==> config.mk <==
export PLATFORM = sky130hd
export DESIGN_NAME = chdiv_channel
export DESIGN_NICKNAME = d
export VERILOG_FILES = /design/src/rtl/chdiv_pkg.sv /design/src/rtl/chdiv_cfg.sv /design/src/rtl/chdiv_seq.sv /design/src/rtl/chdiv_channel.sv
export SDC_FILE = /design/constraint.sdc
export NUM_CORES = 1
export LEC_CHECK = 0
export BUFFER_PORTS_ARGS = -buffer_cell sky130_fd_sc_hd__buf_2
export CAP_MARGIN = 5
export CORE_MARGIN = 3
export CORE_UTILIZATION = 40
export CTS_BUF_LIST = sky130_fd_sc_hd__clkbuf_4 sky130_fd_sc_hd__clkbuf_8
export DETAILED_ROUTE_END_ITERATION = 16
export PLACE_DENSITY = 0.59
export SETUP_SLACK_MARGIN = 0.1
export SYNTH_ARGS = -nofsm -noshare
export SYNTH_HDL_FRONTEND = slang
export SYNTH_SLANG_ARGS = --single-unit
==> constraint.sdc <==
create_clock -name clk -period 4.3 [get_ports clk]
set_clock_uncertainty 0.2 [all_clocks]
set_input_delay 0.43 -clock clk [delete_from_list [all_inputs] [get_ports clk]]
set_output_delay 0.43 -clock clk [all_outputs]
set_load 0.01 [all_outputs]
==> src/rtl/chdiv_pkg.sv <==
package chdiv_pkg;
  typedef enum logic {
    SEQ_WAIT = 1'b0,
    SEQ_RUN  = 1'b1
  } seq_state_e;
endpackage

==> src/rtl/chdiv_cfg.sv <==
module chdiv_cfg #(
  parameter int DIV_W = 8,
  parameter int DLY_W = 5,
  localparam int CNT_W = DIV_W + 1
) (
  input  logic             clk,
  input  logic             rst,
  input  logic             hold,
  input  logic             apply,
  input  logic [DIV_W-1:0] div_code,
  input  logic [DLY_W-1:0] dly_code,
  output logic [CNT_W-1:0] act_last,
  output logic [CNT_W-1:0] act_hi,
  output logic [DLY_W-1:0] act_dly
);
  logic [DIV_W-1:0] pend_div;
  logic [DLY_W-1:0] pend_dly;
  logic [DIV_W-1:0] sel_div;
  logic [DLY_W-1:0] sel_dly;
  logic [CNT_W-1:0] ratio;
  logic [CNT_W-1:0] hi_len;

  // a same-cycle apply wins over the staged value
  assign sel_div = apply ? div_code : pend_div;
  assign sel_dly = apply ? dly_code : pend_dly;
  assign ratio   = {1'b0, sel_div} + CNT_W'(1);

  always_comb begin
    if (sel_div == '0) hi_len = CNT_W'(1);
    else               hi_len = ratio + CNT_W'(ratio[0]);
  end

  always_ff @(posedge clk) begin
    if (rst) begin
      pend_div <= '0;
      pend_dly <= '0;
      act_last <= CNT_W'(1);
      act_hi   <= CNT_W'(1);
      act_dly  <= '0;
    end else begin
      if (apply) begin
        pend_div <= div_code;
        pend_dly <= dly_code;
      end
      if (hold) begin
        act_last <= {sel_div, 1'b1};
        act_hi   <= hi_len;
        act_dly  <= sel_dly;
      end
    end
  end

  // active settings frozen while released
  a_r7_active_frozen: assert property (@(posedge clk) disable iff (rst)
    (!hold && $past(!hold)) |-> ($stable(act_last) && $stable(act_hi) && $stable(act_dly)));
endmodule

==> src/rtl/chdiv_seq.sv <==
module chdiv_seq
  import chdiv_pkg::*;
#(
  parameter int DIV_W = 8,
  parameter int DLY_W = 5,
  localparam int CNT_W = DIV_W + 1
) (
  input  logic             clk,
  input  logic             rst,
  input  logic             hold,
  input  logic [CNT_W-1:0] act_last,
  input  logic [CNT_W-1:0] act_hi,
  input  logic [DLY_W-1:0] act_dly,
  output logic             out_q,
  output logic             run_q
);
  seq_state_e       st;
  logic [CNT_W-1:0] pcnt;
  logic [CNT_W-1:0] pnext;
  logic [DLY_W-1:0] dcnt;

  assign pnext = (pcnt == act_last) ? '0 : pcnt + CNT_W'(1);

  always_ff @(posedge clk) begin
    if (rst || hold) begin
      st    <= SEQ_WAIT;
      out_q <= 1'b0;
      run_q <= 1'b0;
      pcnt  <= '0;
      dcnt  <= '0;
    end else begin
      case (st)
        SEQ_WAIT: begin
          if (dcnt == act_dly) begin
            st    <= SEQ_RUN;
            out_q <= 1'b1;
            run_q <= 1'b1;
            pcnt  <= '0;
          end else begin
            dcnt <= dcnt + DLY_W'(1);
          end
        end
        default: begin
          pcnt  <= pnext;
          out_q <= (pnext < act_hi);
        end
      endcase
    end
  end

  // phase counter stays inside one period
  a_r1_phase_bound: assert property (@(posedge clk) disable iff (rst)
    run_q |-> (pcnt <= act_last));
  // a rising edge while running only at a period wrap
  a_r2_rise_at_wrap: assert property (@(posedge clk) disable iff (rst)
    ($rose(out_q) && $past(run_q)) |-> ($past(pcnt) == act_last));
  // no high output without the running flag
  a_r8_out_needs_run: assert property (@(posedge clk) disable iff (rst)
    !run_q |-> !out_q);
  // delay counter never passes the programmed delay
  a_r4_delay_bound: assert property (@(posedge clk) disable iff (rst)
    (st == SEQ_WAIT) |-> (dcnt <= act_dly));
endmodule

==> src/rtl/chdiv_channel.sv <==
module chdiv_channel #(
  parameter int DIV_W = 8,
  parameter int DLY_W = 5
) (
  input  logic             clk,
  input  logic             rst,
  input  logic             cal_done,
  input  logic             sync_req,
  input  logic             apply,
  input  logic [DIV_W-1:0] div_code,
  input  logic [DLY_W-1:0] dly_code,
  output logic             clk_out,
  output logic             running
);
  localparam int CNT_W = DIV_W + 1;

  logic             cal_ok;
  logic             hold;
  logic [CNT_W-1:0] act_last;
  logic [CNT_W-1:0] act_hi;
  logic [DLY_W-1:0] act_dly;

  always_ff @(posedge clk) begin
    if (rst)           cal_ok <= 1'b0;
    else if (cal_done) cal_ok <= 1'b1;
  end

  assign hold = sync_req | ~cal_ok;

  chdiv_cfg #(.DIV_W(DIV_W), .DLY_W(DLY_W)) u_cfg (
    .clk(clk), .rst(rst), .hold(hold), .apply(apply),
    .div_code(div_code), .dly_code(dly_code),
    .act_last(act_last), .act_hi(act_hi), .act_dly(act_dly)
  );

  chdiv_seq #(.DIV_W(DIV_W), .DLY_W(DLY_W)) u_seq (
    .clk(clk), .rst(rst), .hold(hold),
    .act_last(act_last), .act_hi(act_hi), .act_dly(act_dly),
    .out_q(clk_out), .run_q(running)
  );

  // sync request silences the lane on the next edge
  a_r5_sync_static: assert property (@(posedge clk) disable iff (rst)
    sync_req |=> (!clk_out && !running));
  // nothing toggles before calibration is reported
  a_r6_wait_cal: assert property (@(posedge clk) disable iff (rst)
    !cal_ok |-> (!clk_out && !running));
endmodule

==> impl_metrics.tcl, run 1 <==
set metrics [dict create \
    initial_core_util_pct 42.1 \
    cts_tree "done" \
    areaGrowthSynthToFinish_pct 7.63 \
    worst_hold_path.num_cells 3 \
    die_area_sq_mm 0.00783 \
    fp.dieH_microns 88.5 \
    min_to "cal_ok" \
    max_slew_margin_pct 34.7 \
    clkSlewWorstSetupHoldPaths_ns 0.11 \
    worstSetupPathType "input pin to flop" \
    cts_htree_levels 2 \
    avgSynthCellArea_sq_um 9.07 \
    cp-start-kind "input pin" \
    remaining_drc_errors 0 \
    first_iter_violations 60 \
    firstDrtPassIters 4 \
    via_per_inst 5.24 \
    finalCritPeriodShare_pct 73.0 \
    port_buffers 19 \
    clockRootBuffer "clkbuf_8" \
    layout-drive-gt1-share_pct 10.9 \
    hpwl_mm 4.06 \
    arrival_ns 3.16 \
    synthesis.area_sq_mm 0.00272 \
    core_sq_mm 0.00646 \
    die_x_microns 88.5 \
    layout_commonest_cell "dfxtp_1" \
    reg2reg_slack_ns 1.46 \
    max_cap_viol_count 0 \
    synth_cells 300 \
    cts.sinks 53 \
    cts-buffers-inserted 5 \
    nets 342 \
    overflow 0 \
    ys_seq_area_share_pct 39.0 \
    r2r-end "u_seq.out_q" \
    grt_use_total_pct 15.4 \
    synth_edf_count 0 \
    reg2regPathDepth 12 \
    end_kind "flop" \
    synth_ff_type "dfxtp_1" \
    max_freq_mhz 318 \
    leakagePower_uw 0.00113 \
    total_power_uw 973 \
    grt_pass1_wl_mm 9.46 \
    hold_path.class "input pin to flop" \
    gp_congestion 0.825 \
    cts-hold-fix-buffers 0 \
    postSynth.asyncResetShare_pct 0 \
    finalHoldViolations 0 \
    cts_resized 0 \
    antenna_found_initial 0 \
    ys_ff_latch 53 \
    startpoint "apply" \
    syn_nets 331 \
    ir_drop_mv 0.213 \
    rsz0062_at_grt "no" \
    min_from "cal_done" \
    synthDistinctLibCells 47 \
    report.final.slew_viol_count 0 \
    clkLatencyLatePin_ns 0.31 \
    worstMarginPinSlew_ns 0.979 \
    finalSetupViolCount 0 \
    detail-route-antenna-nets 0 \
    route.vias.total 2037 \
    wire_per_inst_microns 14.1 \
    grt_pass1_vias 1946 \
    fin_setup_tns_ns 0 \
    required_ns 4.32 \
    n_antenna_cell 0 \
    routed_wl_mm 5.50 \
    io_pins 20 \
    clockBufferDepth 2 \
    grt_max_degree 27 \
    cp_max_fo 22 \
    power-per-cell-area_mw_per_mm2 332 \
    utilization_pct 45.4 \
    rows 29 \
    final_cell_mix "dfxtp_1 (53), nor2_1 (48), xnor2_1 (19), buf_2 (19), nand2_1 (16)" \
    worstReg2RegStart "u_seq.pcnt[2]" \
    synth_warnings 0 \
    post_cts_buffers 0 \
    fin_crit_ns 3.14 \
    outcome "complete, no violations" \
]
==> kinds of logic (layout without fill, tap and decap cells) <==
kind of cell | count (synthesis) | in the layout | share of synthesized area [%]
and+or+nand+nor | 107 | 107 | 19.0
buffers and inverters | 26 | 38 | 4.51
xor gates and xnor gates | 34 | 34 | 10.9
adders and majority gates | 13 | 13 | 5.98
muxes | 16 | 16 | 6.34
DFF | 53 | 53 | 39.0
AOI/OAI and AO/OA | 51 | 51 | 14.3
==> power by group <==
| part | leakage [uW] | switching, uW | internal (uW) | total, uW |
|---|---|---|---|---|
| Combinational | 0.000652 | 81.8 | 59.3 | 141 |
| Clock | 0.0000447 | 181 | 118 | 299 |
| Sequential | 0.000435 | 15.8 | 517 | 533 |
==> per-layer routing <==
metal	global-route usage, %	vias up	wire length, microns	share of wire [%]
met3	3.35	5	131	2.4
met2	23.5	20	2410	44
met4	3.71	0	50	0.91
met5	0	-	0	0
li1	-	1084	-	-
met1	22.2	928	2910	53
==> cells in the mapped netlist, types with 3 or more instances <==
| master | number | area [sq um] |
|---|---|---|
| a311oi_1 | 3 | 26.3 |
| nor2_1 | 48 | 180 |
| nand3_1 | 9 | 45.0 |
| mux2i_1 | 12 | 120 |
| nand2b_1 | 4 | 25.0 |
| dfxtp_1 | 53 | 1060 |
| o21a_1 | 3 | 22.5 |
| inv_1 | 10 | 37.5 |
| mux2i_2 | 3 | 41.3 |
| ha_1 | 13 | 163 |
| clkbuf_1 | 12 | 45.0 |
| nand3b_1 | 4 | 30.0 |
| a21oi_1 | 8 | 40.0 |
| nand4_1 | 10 | 62.6 |
| nor2b_1 | 3 | 18.8 |
| nand2_1 | 16 | 60.1 |
| a22oi_1 | 3 | 22.5 |
| o22a_1 | 5 | 43.8 |
| o22ai_1 | 5 | 31.3 |
| nor3_1 | 3 | 15.0 |
| a211oi_1 | 11 | 82.6 |
| xor2_1 | 15 | 131 |
| xnor2_1 | 19 | 166 |
| nor4b_1 | 3 | 26.3 |
==> sequential cells by signal (all words and copies together), names as in the netlist <==
name / count
u_cfg.act_hi: 9
u_cfg.pend_dly: 5
u_cfg.pend_div: 8
u_seq.dcnt: 5
u_seq.run_q: 1
u_seq.st: 1
u_cfg.act_dly: 5
cal_ok: 1
u_cfg.act_last: 8
u_seq.pcnt: 9
u_seq.out_q: 1
==> area by class of cell <==
type	count	area, sq um
clock buffer	5	68.8
clock inverter	3	25.0
fill	646	3530
inverter	10	37.5
multi-input combinational	221	1540
sequential	53	1060
tap	77	96.3
timing repair buffer	20	103
==> worst max path at each step <==
| stage | to | slack [ns] | depth (start not counted) |
|---|---|---|---|
| 2_1_floorplan | u_seq.out_q | 1.33 | 12 |
| 3_3_place_gp | u_cfg.act_hi[8] | 0.97 | 10 |
| 3_5_place_dp | u_cfg.act_hi[8] | 0.87 | 10 |
| 4_1_cts | u_cfg.act_hi[8] | 1.19 | 10 |
| 5_1_grt | u_cfg.act_hi[8] | 0.89 | 10 |
| 6_report | u_cfg.act_hi[8] | 1.16 | 10 |
==> metrics by stage <==
step | cells | hold WS (ns) | setup slack (ns) | area (sq um)
final | 389 | 0.114 | 1.16 | 2930
after global routing | 389 | 0.127 | 0.894 | 2930
after CTS | 389 | 0.107 | 1.19 | 2930
after detailed placement | 381 | 0.254 | 0.868 | 2840
after global placement | 381 | 0.247 | 0.972 | 2840
after floorplan | 300 | 0.235 | 1.33 | 2720
==> critical path, stage by stage <==
cell and delay (ns):
buf_2 0.42, mux2i_1 0.58, inv_1 0.14, ha_1 0.30, nand4b_1 0.15, nand2_1 0.09, xnor2_1 0.36, nand3_1 0.11
or4_1 0.51, o221ai_1 0.08
Power figures use the tool's default switching activity.
==> run 2, diff against run 1 <==
--- a/config.mk
+++ b/config.mk
@@ -5,6 +5,7 @@
 export SDC_FILE = /design/constraint.sdc
 export NUM_CORES = 1
 export LEC_CHECK = 0
+export ABC_AREA = 1
 export BUFFER_PORTS_ARGS = -buffer_cell sky130_fd_sc_hd__buf_2
 export CAP_MARGIN = 5
 export CORE_MARGIN = 3
==> constraint.sdc (replaced) <==
create_clock -name clk -period 2.9 [get_ports clk]
set_clock_uncertainty 0.2 [all_clocks]
set_input_delay 0.29 -clock clk [delete_from_list [all_inputs] [get_ports clk]]
set_output_delay 0.29 -clock clk [all_outputs]
set_load 0.01 [all_outputs]
==> impl_metrics.tcl, run 2 <==
set metrics [dict create \
    cts.sinks 53 \
    worstMarginPinSlew_ns 0.539 \
    r2r-end "u_seq.out_q" \
    cts_tree "done" \
    synth_warnings 0 \
    utilization_pct 45.8 \
    synthesis.area_sq_mm 0.00290 \
    areaGrowthSynthToFinish_pct 9.01 \
    fin_ws_ns 0.443 \
    first_iter_violations 104 \
    grt_max_degree 19 \
    met3_usage_pct 2.73 \
    syn_nets 444 \
    required_ns 2.90 \
    p_switching_uw 436 \
    rsz0062_at_grt "no" \
    antenna_found_initial 0 \
    routed_wl_mm 6.37 \
    synth_top_cell_by_area "dfxtp_1" \
    max_freq_mhz 407 \
    finalSetupViolCount 0 \
    dp_slack_ns 0.459 \
    synth_edf_count 0 \
    synth.most_common_cell "nand2_1" \
    synth_top_area_share_pct 36.6 \
    clkLatencyLatePin_ns 0.32 \
    report.final.slew_viol_count 0 \
    reg.largest.list "u_cfg.act_hi (9), u_seq.pcnt (9)" \
    via_per_inst 4.74 \
    seqPwrFrac_pct 54.2 \
    p_int_uw 1020 \
    cts-hold-fix-buffers 1 \
    finalCritPeriodShare_pct 84.7 \
    layout_commonest_cell "nand2_1" \
    clockBufferDepth 2 \
    final_cell_mix "nand2_1 (88), nor2_1 (58), dfxtp_1 (53)" \
    dpl_cell_area_sq_mm 0.00306 \
    leakagePower_uw 0.00141 \
    synth_ff_type "dfxtp_1" \
    grt_use_total_pct 16.6 \
    endpoint "u_seq.out_q" \
    crit_slowest_cell "dfxtp_1" \
    die_area_sq_mm 0.00831 \
    fin_setup_tns_ns 0 \
    core_sq_mm 0.00691 \
    nFillCells 772 \
    overflow 0 \
    n_antenna_cell 0 \
    gr-usage-met2_pct 27.7 \
    firstDrtPassIters 4 \
    reg2reg_slack_ns 0.44 \
    die_x_microns 91.2 \
    cp_max_fo 8 \
    grt.met1_usage_pct 22.2 \
    detail-route-antenna-nets 0 \
    worstReg2RegStart "u_seq.pcnt[1]" \
    layout-drive-gt1-share_pct 16.9 \
    avgSynthCellArea_sq_um 7.03 \
    worstSetupPathType "flop to flop" \
    postSynth.asyncResetShare_pct 0 \
    port_buffers 19 \
    synthTopCellsByArea "dfxtp_1 (37%), nand2_1 (11%), nor2_1 (7.5%), inv_1 (6.1%), ha_1 (5.6%)" \
    max_cap_viol_count 0 \
    total_power_uw 1460 \
    outcome "complete, no violations" \
    hpwl_mm 4.99 \
    ir_drop_mv 0.227 \
    route.vias.total 2505 \
    pwr-share-clk_pct 30.5 \
    end_kind "flop" \
    rows 30 \
    post_cts_buffers 0 \
    switching_share_pct 29.9 \
    startpoint "u_seq.pcnt[1]" \
    power-per-cell-area_mw_per_mm2 461 \
    reg2regPathDepth 14 \
    cp-start-kind "flop" \
    cts-buffers-inserted 5 \
    path_cells "inv_1, nand2_1, o21ai_0, nor2_1, nand3_1, or2_2, inv_2, nor2_1, ha_1, inv_1, o31ai_1, nand2_1, o2111ai_1, a21oi_1" \
    finalHoldViolations 0 \
    wire_per_inst_microns 12.0 \
    clockRootBuffer "clkbuf_8" \
    grt_pass1_wl_mm 11.3 \
    synth_cells 413 \
    cts_resized 0 \
    fp.dieH_microns 91.2 \
    slowest_delay_ns 0.40 \
    synthDistinctLibCells 31 \
    nets 463 \
    hold_path.class "input pin to flop" \
    initial_core_util_pct 42.0 \
    fin_crit_ns 2.46 \
    grt.busiest_layer "met2" \
    arrival_ns 2.45 \
    grt_pass1_vias 2446 \
    clkSlewWorstSetupHoldPaths_ns 0.11 \
    synth.top_cells.by_count "nand2_1 (88), nor2_1 (58), dfxtp_1 (53)" \
    max_slew_margin_pct 63.9 \
    p_comb_share_pct 15.3 \
    ys_ff_latch 53 \
    ys_seq_area_share_pct 36.6 \
    cts_htree_levels 2 \
    io_pins 20 \
    gp_congestion 0.890 \
    final_area_sq_mm 0.00316 \
    remaining_drc_errors 0 \
]
[run 2: critical path, delay by kind of cell, from the launching register on]
| kind | cells | cell delay (ns) |
|---|---|---|
| DFF | 1 | 0.40 |
| AOI/OAI and AO/OA | 4 | 0.47 |
| buffers and inverters | 3 | 0.27 |
| and+or+nand+nor | 6 | 0.70 |
| adders and majority gates | 1 | 0.30 |
[run 2: through the flow]
| step | std cells | hold slack, ns |
|---|---|---|
| global placement | 520 | 0.244 |
| finish | 529 | 0.0557 |
| floorplan | 413 | 0.206 |
| CTS | 529 | 0.0522 |
| global route | 529 | 0.0456 |
| detailed placement | 520 | 0.246 |
[run 2: power groups by stage]
stage          logic (uW)  registers [uW]  clock network [uW]
2_1_floorplan         178             801                   0
3_3_place_gp          221             808                   0
3_5_place_dp          225             809                   0
4_1_cts               227             792                 460
5_1_grt               262             797                 492
6_report              224             791                 444
[run 2: how the worst min path moves through the flow]
stage | from | cells past startpoint | end
after CTS | dly_code[4] | 3 | u_cfg.pend_dly[4]
after global placement | u_cfg.act_hi[8] | 2 | u_cfg.act_hi[8]
after global routing | dly_code[4] | 3 | u_cfg.pend_dly[4]
final | dly_code[4] | 3 | u_cfg.pend_dly[4]
after floorplan | cal_done | 2 | cal_ok
after detailed placement | u_cfg.act_hi[8] | 2 | u_cfg.act_hi[8]
[run 2: logic make-up after synthesis]
| group | after synthesis | synth area share (%) |
|---|---|---|
| buffers and inverters | 66 | 10.1 |
| XOR/XNOR | 9 | 2.72 |
| AO/OA/AOI/OAI | 58 | 11.5 |
| adder cells (fa/ha/maj) | 13 | 5.60 |
| AND/OR/NAND/NOR | 214 | 33.5 |
| flip-flops | 53 | 36.6 |
[run 2: area by class of cell]
class / count / area [sq um] / area share, %
multi-input combinational: 294 / 1550 / 49.0
sequential: 53 / 1060 / 33.5
inverter: 56 / 220 / 6.96
timing repair buffer: 22 / 120 / 3.80
tap: 96 / 120 / 3.80
clock buffer: 5 / 68.8 / 2.17
clock inverter: 3 / 25.0 / 0.791
[run 2: metal layers]
layer  part of all wire [%]  routed length, microns
met5                      0                       0
met4                    1.2                      75
met3                    3.0                     193
met2                     46                    2940
met1                     50                    3150
